<file path="src/rtl/tq_pkg.sv">
package tq_pkg;
  localparam int DATA_W_DEF = 16;
  localparam int DEPTH_DEF  = 64;
  localparam int CNT_W_DEF  = 7;
  localparam int LOAD_W_DEF = 8;

  typedef enum logic [1:0] {
    CS_HOLD = 2'd0,
    CS_UP   = 2'd1,
    CS_DOWN = 2'd2,
    CS_LOAD = 2'd3
  } cnt_op_e;
endpackage

</file>
<file path="src/rtl/tq_ptrs.sv">
module tq_ptrs #(
  parameter int DEPTH = 64,
  localparam int AW = $clog2(DEPTH),
  localparam int LW = AW + 1
) (
  input  logic          clk,
  input  logic          rst,
  input  logic          push,
  input  logic          pop,
  output logic [AW-1:0] waddr,
  output logic [AW-1:0] raddr,
  output logic          full,
  output logic          empty
);
  logic [LW-1:0] level;

  always_ff @(posedge clk) begin
    if (rst) begin
      waddr <= '0;
      raddr <= '0;
      level <= '0;
    end else begin
      if (push) waddr <= waddr + AW'(1);
      if (pop)  raddr <= raddr + AW'(1);
      case ({push, pop})
        2'b10:   level <= level + LW'(1);
        2'b01:   level <= level - LW'(1);
        default: level <= level;
      endcase
    end
  end

  assign full  = (level == LW'(DEPTH));
  assign empty = (level == '0);
endmodule

</file>
<file path="src/rtl/tq_store.sv">
module tq_store #(
  parameter int DATA_W = 16,
  parameter int DEPTH  = 64,
  localparam int AW = $clog2(DEPTH),
  localparam int EW = DATA_W + 1
) (
  input  logic              clk,
  input  logic              rst,
  input  logic              we,
  input  logic [AW-1:0]     waddr,
  input  logic [EW-1:0]     wword,
  input  logic              re,
  input  logic [AW-1:0]     raddr,
  output logic [EW-1:0]     rword,
  output logic              head_tag
);
  logic [EW-1:0]    mem [DEPTH];
  logic [DEPTH-1:0] tag_shadow;

  always_ff @(posedge clk) begin
    if (we) mem[waddr] <= wword;
  end

  always_ff @(posedge clk) begin
    if (rst)     rword <= '0;
    else if (re) rword <= mem[raddr];
  end

  always_ff @(posedge clk) begin
    if (rst)     tag_shadow <= '0;
    else if (we) tag_shadow[waddr] <= wword[EW-1];
  end

  assign head_tag = tag_shadow[raddr];
endmodule

</file>
<file path="src/rtl/tq_tagcnt.sv">
module tq_tagcnt
  import tq_pkg::*;
#(
  parameter int CNT_W  = 7,
  parameter int LOAD_W = 8
) (
  input  logic              clk,
  input  logic              rst,
  input  logic              inc,
  input  logic              dec,
  input  logic              load,
  input  logic [LOAD_W-1:0] load_val,
  input  logic              en_set,
  input  logic              en_clr,
  output logic [CNT_W-1:0]  count,
  output logic              irq,
  output logic              none
);
  localparam logic [CNT_W-1:0]  CMAX  = {CNT_W{1'b1}};
  localparam logic [LOAD_W-1:0] CMAXL = LOAD_W'(CMAX);

  cnt_op_e          op;
  logic [CNT_W-1:0] cnt_nx;
  logic             en_q, en_nx;

  always_comb begin
    if (load)            op = CS_LOAD;
    else if (inc && !dec) op = CS_UP;
    else if (dec && !inc) op = CS_DOWN;
    else                 op = CS_HOLD;
  end

  always_comb begin
    case (op)
      CS_LOAD: cnt_nx = (load_val > CMAXL) ? CMAX : load_val[CNT_W-1:0];
      CS_UP:   cnt_nx = (count == CMAX) ? count : count + CNT_W'(1);
      CS_DOWN: cnt_nx = (count == '0) ? count : count - CNT_W'(1);
      default: cnt_nx = count;
    endcase
  end

  always_comb begin
    if (en_clr)      en_nx = 1'b0;
    else if (en_set) en_nx = 1'b1;
    else             en_nx = en_q;
  end

  always_ff @(posedge clk) begin
    if (rst) begin
      count <= '0;
      en_q  <= 1'b0;
      irq   <= 1'b0;
      none  <= 1'b1;
    end else begin
      count <= cnt_nx;
      en_q  <= en_nx;
      irq   <= en_nx && (cnt_nx != '0);
      none  <= (cnt_nx == '0);
    end
  end
endmodule

</file>
<file path="src/rtl/tagged_fifo_irq.sv">
module tagged_fifo_irq
  import tq_pkg::*;
#(
  parameter int DATA_W = DATA_W_DEF,
  parameter int DEPTH  = DEPTH_DEF,
  parameter int CNT_W  = CNT_W_DEF,
  parameter int LOAD_W = LOAD_W_DEF
) (
  input  logic              clk,
  input  logic              rst,
  input  logic              busy,
  input  logic              seq_push,
  input  logic [DATA_W-1:0] seq_data,
  input  logic              seq_tag,
  input  logic              host_wr,
  input  logic [DATA_W-1:0] host_wr_data,
  input  logic              host_wr_tag,
  input  logic              host_rd,
  input  logic              host_cnt_wr,
  input  logic [LOAD_W-1:0] host_cnt_val,
  input  logic              host_irq_on,
  input  logic              host_irq_off,
  output logic              rd_ack,
  output logic              rd_q,
  output logic [DATA_W-1:0] rd_data,
  output logic              rd_tag,
  output logic              wr_ack,
  output logic              wr_q,
  output logic [LOAD_W-1:0] tag_count,
  output logic              irq,
  output logic              none_tagged,
  output logic              in_ready,
  output logic              out_ready
);
  localparam int AW = $clog2(DEPTH);
  localparam int EW = DATA_W + 1;

  logic          host_ok, full, empty;
  logic          seq_go, host_go, push, pop, head_tag;
  logic [AW-1:0] waddr, raddr;
  logic [EW-1:0] wword, rword;
  logic [CNT_W-1:0] cnt;

  assign host_ok = !busy;
  assign seq_go  = seq_push && !full;
  assign host_go = host_wr && host_ok && !seq_push && !full;
  assign push    = seq_go || host_go;
  assign pop     = host_rd && host_ok && !empty;
  assign wword   = seq_push ? {seq_tag, seq_data} : {host_wr_tag, host_wr_data};

  tq_ptrs #(.DEPTH(DEPTH)) u_ptrs (
    .clk(clk), .rst(rst), .push(push), .pop(pop),
    .waddr(waddr), .raddr(raddr), .full(full), .empty(empty)
  );

  tq_store #(.DATA_W(DATA_W), .DEPTH(DEPTH)) u_store (
    .clk(clk), .rst(rst), .we(push), .waddr(waddr), .wword(wword),
    .re(pop), .raddr(raddr), .rword(rword), .head_tag(head_tag)
  );

  tq_tagcnt #(.CNT_W(CNT_W), .LOAD_W(LOAD_W)) u_cnt (
    .clk(clk), .rst(rst),
    .inc(push && wword[EW-1]),
    .dec(pop && head_tag),
    .load(host_cnt_wr && host_ok),
    .load_val(host_cnt_val),
    .en_set(host_irq_on && host_ok),
    .en_clr(host_irq_off && host_ok),
    .count(cnt), .irq(irq), .none(none_tagged)
  );

  always_ff @(posedge clk) begin
    if (rst) begin
      rd_ack <= 1'b0;
      rd_q   <= 1'b0;
      wr_ack <= 1'b0;
      wr_q   <= 1'b0;
    end else begin
      rd_ack <= host_rd;
      rd_q   <= pop;
      wr_ack <= host_wr;
      wr_q   <= host_go;
    end
  end

  assign rd_data   = rword[DATA_W-1:0];
  assign rd_tag    = rword[EW-1];
  assign tag_count = LOAD_W'(cnt);
  assign in_ready  = !full;
  assign out_ready = !empty;
endmodule

</file>
<file path="config.mk">
export PLATFORM = sky130hd
export DESIGN_NAME = tagged_fifo_irq
export DESIGN_NICKNAME = d
export VERILOG_FILES = /design/src/rtl/tq_pkg.sv /design/src/rtl/tq_ptrs.sv /design/src/rtl/tq_store.sv /design/src/rtl/tq_tagcnt.sv /design/src/rtl/tagged_fifo_irq.sv
export SDC_FILE = /design/constraint.sdc
export NUM_CORES = 1
export LEC_CHECK = 0
export ABC_AREA = 1
export BUFFER_PORTS_ARGS = -buffer_cell sky130_fd_sc_hd__buf_2
export CAP_MARGIN = 10
export CORE_ASPECT_RATIO = 1.4
export CORE_MARGIN = 5
export CORE_UTILIZATION = 29
export CTS_CLUSTER_DIAMETER = 40
export CTS_CLUSTER_SIZE = 8
export DETAILED_ROUTE_END_ITERATION = 6
export GPL_ROUTABILITY_DRIVEN = 0
export GPL_TIMING_DRIVEN = 0
export HOLD_SLACK_MARGIN = 0.02
export SYNTH_ARGS = -nofsm -noshare
export SYNTH_HDL_FRONTEND = slang
export SYNTH_SLANG_ARGS = --single-unit
</file>
<file path="constraint.sdc">
create_clock -name clk -period 3.1 [get_ports clk]
set_input_delay 0.62 -clock clk [delete_from_list [all_inputs] [get_ports clk]]
set_output_delay 0.62 -clock clk [all_outputs]
set_load 0.02 [all_outputs]
</file>
# Yosys cells after proc, flatten, opt, wreduce, memory -nomap -nowiden
# Memory sizes are Yosys's and may differ from the RTL's. A register that Yosys moved wholly into a read port is not among the register bits.
# Cells that the tools add are included.
[word_totals] input_bits=51 wordCells=75 mem_bits_rw=1088 memories=1 mem_bits_ro=0 ff_bits=97 latch_bits=0 out_inout_bits=33
[classes] n_mul=0 n_bitwise=0 addsub=6 eq_ne=7 div=0 muxes=18 reduce_logical=27 n_shift=0 order_cmp=4
[mem_list] name="u_store.mem" depth=64 width=17 read_ports=1 rd_clocked_by_memory_dff=1 wr=1 line="tq_store.sv:17" source="logic [EW-1:0] mem [DEPTH];"
[ops] op="$bwmux 64" count=1
[ops] op="$logic_not 7->1" count=3
[ops] op="$mux 7" count=3
[ops] op="$pmux 7 s3" count=1
[ops] op="$mux 17" count=1
[ops] op="$logic_and 1x1->1" count=15
[ops] op="$add 7x1->7 const B" count=2
[ops] op="$eq 7x7->1 const B" count=2
[ops] op="$lt 6x7->1 const B" count=2
[ops] op="$pmux 7 s2" count=1
[ops] op="$sub 7x1->7 const B" count=2
[ops] op="$add 6x1->6 const B" count=2
[ops] op="$gt 8x7->1 const B" count=1
[ops] op="$reduce_bool 7->1" count=1
[ops] op="$bmux 1 s6" count=1
[ops] op="$demux 1 s6" count=1
[ops] op="$eq 2x2->1 const B" count=3
[ops] op="$ge 6x1->1 const B" count=1
[ops] op="$logic_not 1->1" count=6
[ops] op="$mux 1" count=6
[ops] op="$mux 2" count=3
[ops] op="$eq 2x1->1 const B" count=2
[ops] op="$reduce_bool 2->1" count=1
[ops] op="$logic_or 1x1->1" count=1

# Longest topological paths before layout
[logic_depth] word_depth=15 ltp_mapped=19 mapped_depth_nobuf=18

# By module
# A second synthesis with hierarchy kept.
[hier_totals] hier_cells=4579 hier_area_um2=50186.9
[by_module_without_submodules] module="tq_store" n_inst=1 cells_per_inst=4173 area_each_um2=47785.8
[by_module_without_submodules] module="tq_ptrs" n_inst=1 cells_per_inst=173 area_each_um2=1126.1
[by_module_without_submodules] module="tq_tagcnt" n_inst=1 cells_per_inst=146 area_each_um2=857.1
[by_module_without_submodules] module="tagged_fifo_irq" n_inst=1 cells_per_inst=87 area_each_um2=417.9

# Least setup slack after synthesis
# Ideal clock, no wire load.
[synth_path] path_kind="in2reg" from="input port host_rd" to="register u_ptrs.level[6]" setup_slack_ns=-0.183 arrival_ns=3.164 stages=15 path_cell_list="inv_1 > nor3_4 > clkbuf_1 > buf_1 > ha_1 > inv_1 > fa_1 > o21ai_0 > nand2_1 > a21oi_1 > nor2_1 > nand2_1 > nand3_1 > o21ai_0 > a21oi_1"
[synth_between] elab_chain_len=4
[synth_lines] item="start, declared" line="tagged_fifo_irq.sv:18" source="input logic host_rd,"
[synth_lines] item="$logic_and 1x1->1 * (2 in a row)" line="tagged_fifo_irq.sv:48" source="assign pop = host_rd && host_ok && !empty;"
[synth_lines] item="named net pop" line="tagged_fifo_irq.sv:39" source="logic seq_go, host_go, push, pop, head_tag;"
[synth_lines] item="$eq 2x1->1 / $eq 2x2->1 (equally long branches)" line="tq_ptrs.sv:25" source="case ({push, pop})"
[synth_lines] item="$pmux 7 s2 / $reduce_bool 2->1 (equally long branches)"
[synth_lines] item="end signal, assigned" line="tq_ptrs.sv:26" source="2'b10: level <= level + LW'(1);"
[synth_lines] item="end signal, assigned" line="tq_ptrs.sv:27" source="2'b01: level <= level - LW'(1);"
[synth_lines] item="end signal, assigned" line="tq_ptrs.sv:28" source="default: level <= level;"
[synth_lines] item="end, declared" line="tq_ptrs.sv:15" source="logic [LW-1:0] level;"
# Mark *: on every way through the listed nets, which the timed path passes. The rest lies on a longest branch.
# A chain may end at the register's enable or synchronous reset.

==> qor.yml <==
route:
  vias: 36200
  wl_per_cell_um: 28.0
  dr.pass1.iters: 6
  drc_errors: 0
  vias_per_cell: 5.56
  ant_nets: 0
  wl_um: 182000
  drtIter0Drc: 5016
timing:
  finClkSkew_ns: 0.0258
  fin_crit_ns: 3.22
  worstMarginPinSlew_ns: 1.27
  fin_tns_setup_ns: -0.288
  fin_ws_ns: -0.115
  slew_viol_final: 0
  hold_viol: 0
  rsz0062_at_grt: "yes"
  setup_viol: 5
  max_slew_margin_pct: 15.5
  max_freq_mhz: 311
  fin_crit_sh_pct: 104
floorplan:
  start_util_pct: 29.1
  die_w_um: 354
  die_h_um: 492
  ios: 84
  dieArea_mm2: 0.174
  row_count: 177
  coreArea_mm2: 0.166
clock_tree:
  clock_latency_ns: 0.79
  hold_buffers: 0
  cts_max_path_buffers: 3
  clkTransAtPathRegs_ns: 0.05
  cts.sinks: 1202
  cts_tree: "built"
  cts-buffers-inserted: 169
  cts_root_buf: "clkbuf_16"
  h-tree-depth: 4
grt:
  grt_max_degree: 74
  grt_first_pass_wirelength_um: 251000
  track_usage_pct: 20.0
  overflow: 0
  antenna_found_initial: 3
  grt_pass1_vias: 34300
worst_hold_path:
  holdCritPathClass: "primary input to register"
  holdPathStages: 3
  whs_endpoint: "wr_ack"
  hp-start: "host_wr"
finish:
  drive_gt1_share_pct: 14.8
  finish.net_count: 4341
  area_delta_synth_final_pct: 21.7
  layout.cells.non_filler: 6502
  fin_area_mm2: 0.0586
synthesis:
  synthArstFlopShare_pct: 0
  syn_inst: 3929
  synth_seq_cells: 1202
  synth-edff-count: 1088
  yosys_warnings: 0
  ys_types: 41
  syn_area_mm2: 0.0481
  avgSynthCellArea_um2: 12.3
  synthFlopType: "edfxtp_1"
  syn_nets: 3992
  ys_seq_area_share_pct: 72.6
setup_path:
  crit_chain: "buf_2, clkbuf_4, buf_2, o221ai_1, o211ai_1, nand4_1, nand3_1, nand3_1, o211ai_1, inv_1"
  required_ns: 3.76
  slowest_delay_ns: 0.63
  cp-end-kind: "register"
  arrival_ns: 3.87
  rr_worst_depth: 10
  path_class: "register to register"
  r2r_end: "u_store.rword[11]"
  cp_top_family: "simple AND/OR/NAND/NOR gates"
  cpMaxStageDelayCell: "nand4_1"
  regToRegStartpoint: "u_ptrs.raddr[2]"
  reg2reg_slack_ns: -0.12
  critPathBufInv: 4
  crit_fanout: 10
  crit_path_start_kind: "register"
power:
  power_density_mw_per_mm2: 688
  p_leak_nw: 19.2
  total_power_mw: 40.3
  vdd_ir_drop_max_mv: 0.633
outcome:
  violations: "setup timing"
  outcome: "complete, but fails checks"
flow_run:
  maxCapViolCount: 0
place:
  port_buffers: 80
  dpl.hpwl_um: 122000
  dp.cells: 6194
  post-place-ws_ns: -0.978
  placedInstanceArea_mm2: 0.0526
[Yosys cell counts, types with 2 or more instances]
| library cell | number | share of area [%] |
|---|---|---|
| nor3_1 | 9 | 0.094 |
| nor2_2 | 3 | 0.039 |
| nor4_1 | 3 | 0.039 |
| buf_2 | 50 | 0.52 |
| clkbuf_1 | 190 | 1.5 |
| o21a_1 | 23 | 0.36 |
| buf_1 | 21 | 0.16 |
| edfxtp_1 | 1088 | 68 |
| nand3_4 | 2 | 0.073 |
| buf_4 | 5 | 0.078 |
| dfxtp_1 | 114 | 4.7 |
| o22ai_1 | 167 | 2.2 |
| nand2_4 | 2 | 0.047 |
| a21oi_1 | 97 | 1.0 |
| xor2_1 | 8 | 0.15 |
| nand3_2 | 2 | 0.042 |
| nand2_1 | 301 | 2.3 |
| clkinv_1 | 2 | 0.016 |
| nor2_1 | 668 | 5.2 |
| o211ai_1 | 53 | 0.83 |
| inv_1 | 136 | 1.1 |
| nand4_1 | 77 | 1.0 |
| o21ai_1 | 6 | 0.062 |
| o21ai_0 | 613 | 6.4 |
| nand3_1 | 143 | 1.5 |
| inv_2 | 6 | 0.047 |
| o211a_1 | 2 | 0.042 |
| buf_6 | 9 | 0.21 |
| xnor2_1 | 2 | 0.036 |
| o221ai_1 | 106 | 1.9 |
| ha_1 | 11 | 0.29 |
[cell type report]
cell class	count	area, um^2
Sequential cell	1202	35000
Antenna cell	1	2.50
Buffer	270	1460
Clock inverter	15	225
Tap cell	2148	2690
Timing Repair Buffer	183	2090
Multi-Input combinational cell	2307	12100
Inverter	145	553
Fill cell	15900	107000
Clock buffer	231	4520
[flip-flops by register name (all words and copies together), names as in the netlist]
signal,flops
u_ptrs.waddr,6
u_cnt.irq,1
u_cnt.count,7
wr_ack,1
wr_q,1
u_store.rword,17
u_ptrs.raddr,6
rd_q,1
u_cnt.none,1
u_store.tag_shadow,64
u_store.mem,1088
rd_ack,1
u_ptrs.level,7
u_cnt.en_q,1
[metrics by stage]
step,hold slack [ns],util [%]
floorplan,0.429,-
global placement,0.440,30.9
detailed placement,0.445,31.7
CTS,0.0326,35.2
global route,0.0601,35.4
finish,0.0773,35.4
[logic make-up after synthesis]
kind of cell,Yosys count,share of synthesized area [%]
and+or+nand+nor,1215,10.5
buffers and inverters,420,3.59
AOI/OAI and AO/OA,1069,12.8
adders and majority gates,12,0.327
xor gates and xnor gates,10,0.182
DFF,1202,72.6
other,1,0.00779
[how the worst max path moves through the flow]
| stage | start | endpoint | slack, ns | cells after the start |
|---|---|---|---|---|
| 3_3_place_gp | seq_push | u_store.tag_shadow[52] | -2.19 | 9 |
| 5_1_grt | u_ptrs.raddr[0] | u_store.rword[3] | 0.001 | 12 |
| 6_report | u_ptrs.raddr[2] | u_store.rword[11] | -0.12 | 10 |
| 4_1_cts | u_ptrs.level[1] | u_ptrs.level[6] | -0.12 | 17 |
| 3_5_place_dp | seq_push | u_store.tag_shadow[38] | -0.98 | 9 |
| 2_1_floorplan | host_rd | u_ptrs.level[6] | 0.02 | 15 |
[worst register-to-register path, cell delays in order, from the launching register on]
cell	delay, ns
dfxtp_1	0.30
buf_2	0.21
clkbuf_4	0.33
buf_2	0.43
o221ai_1	0.26
o211ai_1	0.32
nand4_1	0.64
nand3_1	0.22
nand3_1	0.18
o211ai_1	0.14
inv_1	0.05
[where the power goes]
part | switching [mW] | internal (mW) | leakage, nW | total (mW)
registers | 0.0824 | 18.0 | 10.8 | 18.1
clock network | 6.86 | 10.1 | 2.29 | 17.0
logic | 3.94 | 1.31 | 6.14 | 5.25
total | 10.9 | 29.4 | 19.2 | 40.3
[layout by cell type, fill, tap and decap left out, types with 17 or more instances in the layout]
cell	n
buf_2	116
nor2_1	603
o221ai_1	106
inv_1	135
clkbuf_1	160
clkbuf_16	171
dfxtp_1	112
nand3_1	139
nand4_1	77
a21oi_1	95
nand2_1	284
buf_6	17
o21ai_0	607
o211ai_1	53
buf_12	51
clkbuf_2	63
buf_4	57
edfxtp_1	1088
o22ai_1	164
o21a_1	23
nor2_4	63
[repair_timing]
item                                    4_1_cts  5_1_grt
endpoints found under the setup margin      877       82
pin swaps                                    33       10
setup buffers                                58        8
gates resized for setup                     110      125
[layer usage]
layer	global-route usage, %	routed length (um)	part of all wire (%)	vias up
met4	15.3	16900	9.3	0
met5	0	0	0	-
met2	34.0	87900	48	2524
li1	-	-	-	15200
met1	21.7	59700	33	17800
met3	4.42	17600	9.7	706
(Power assumes the default switching activity.)
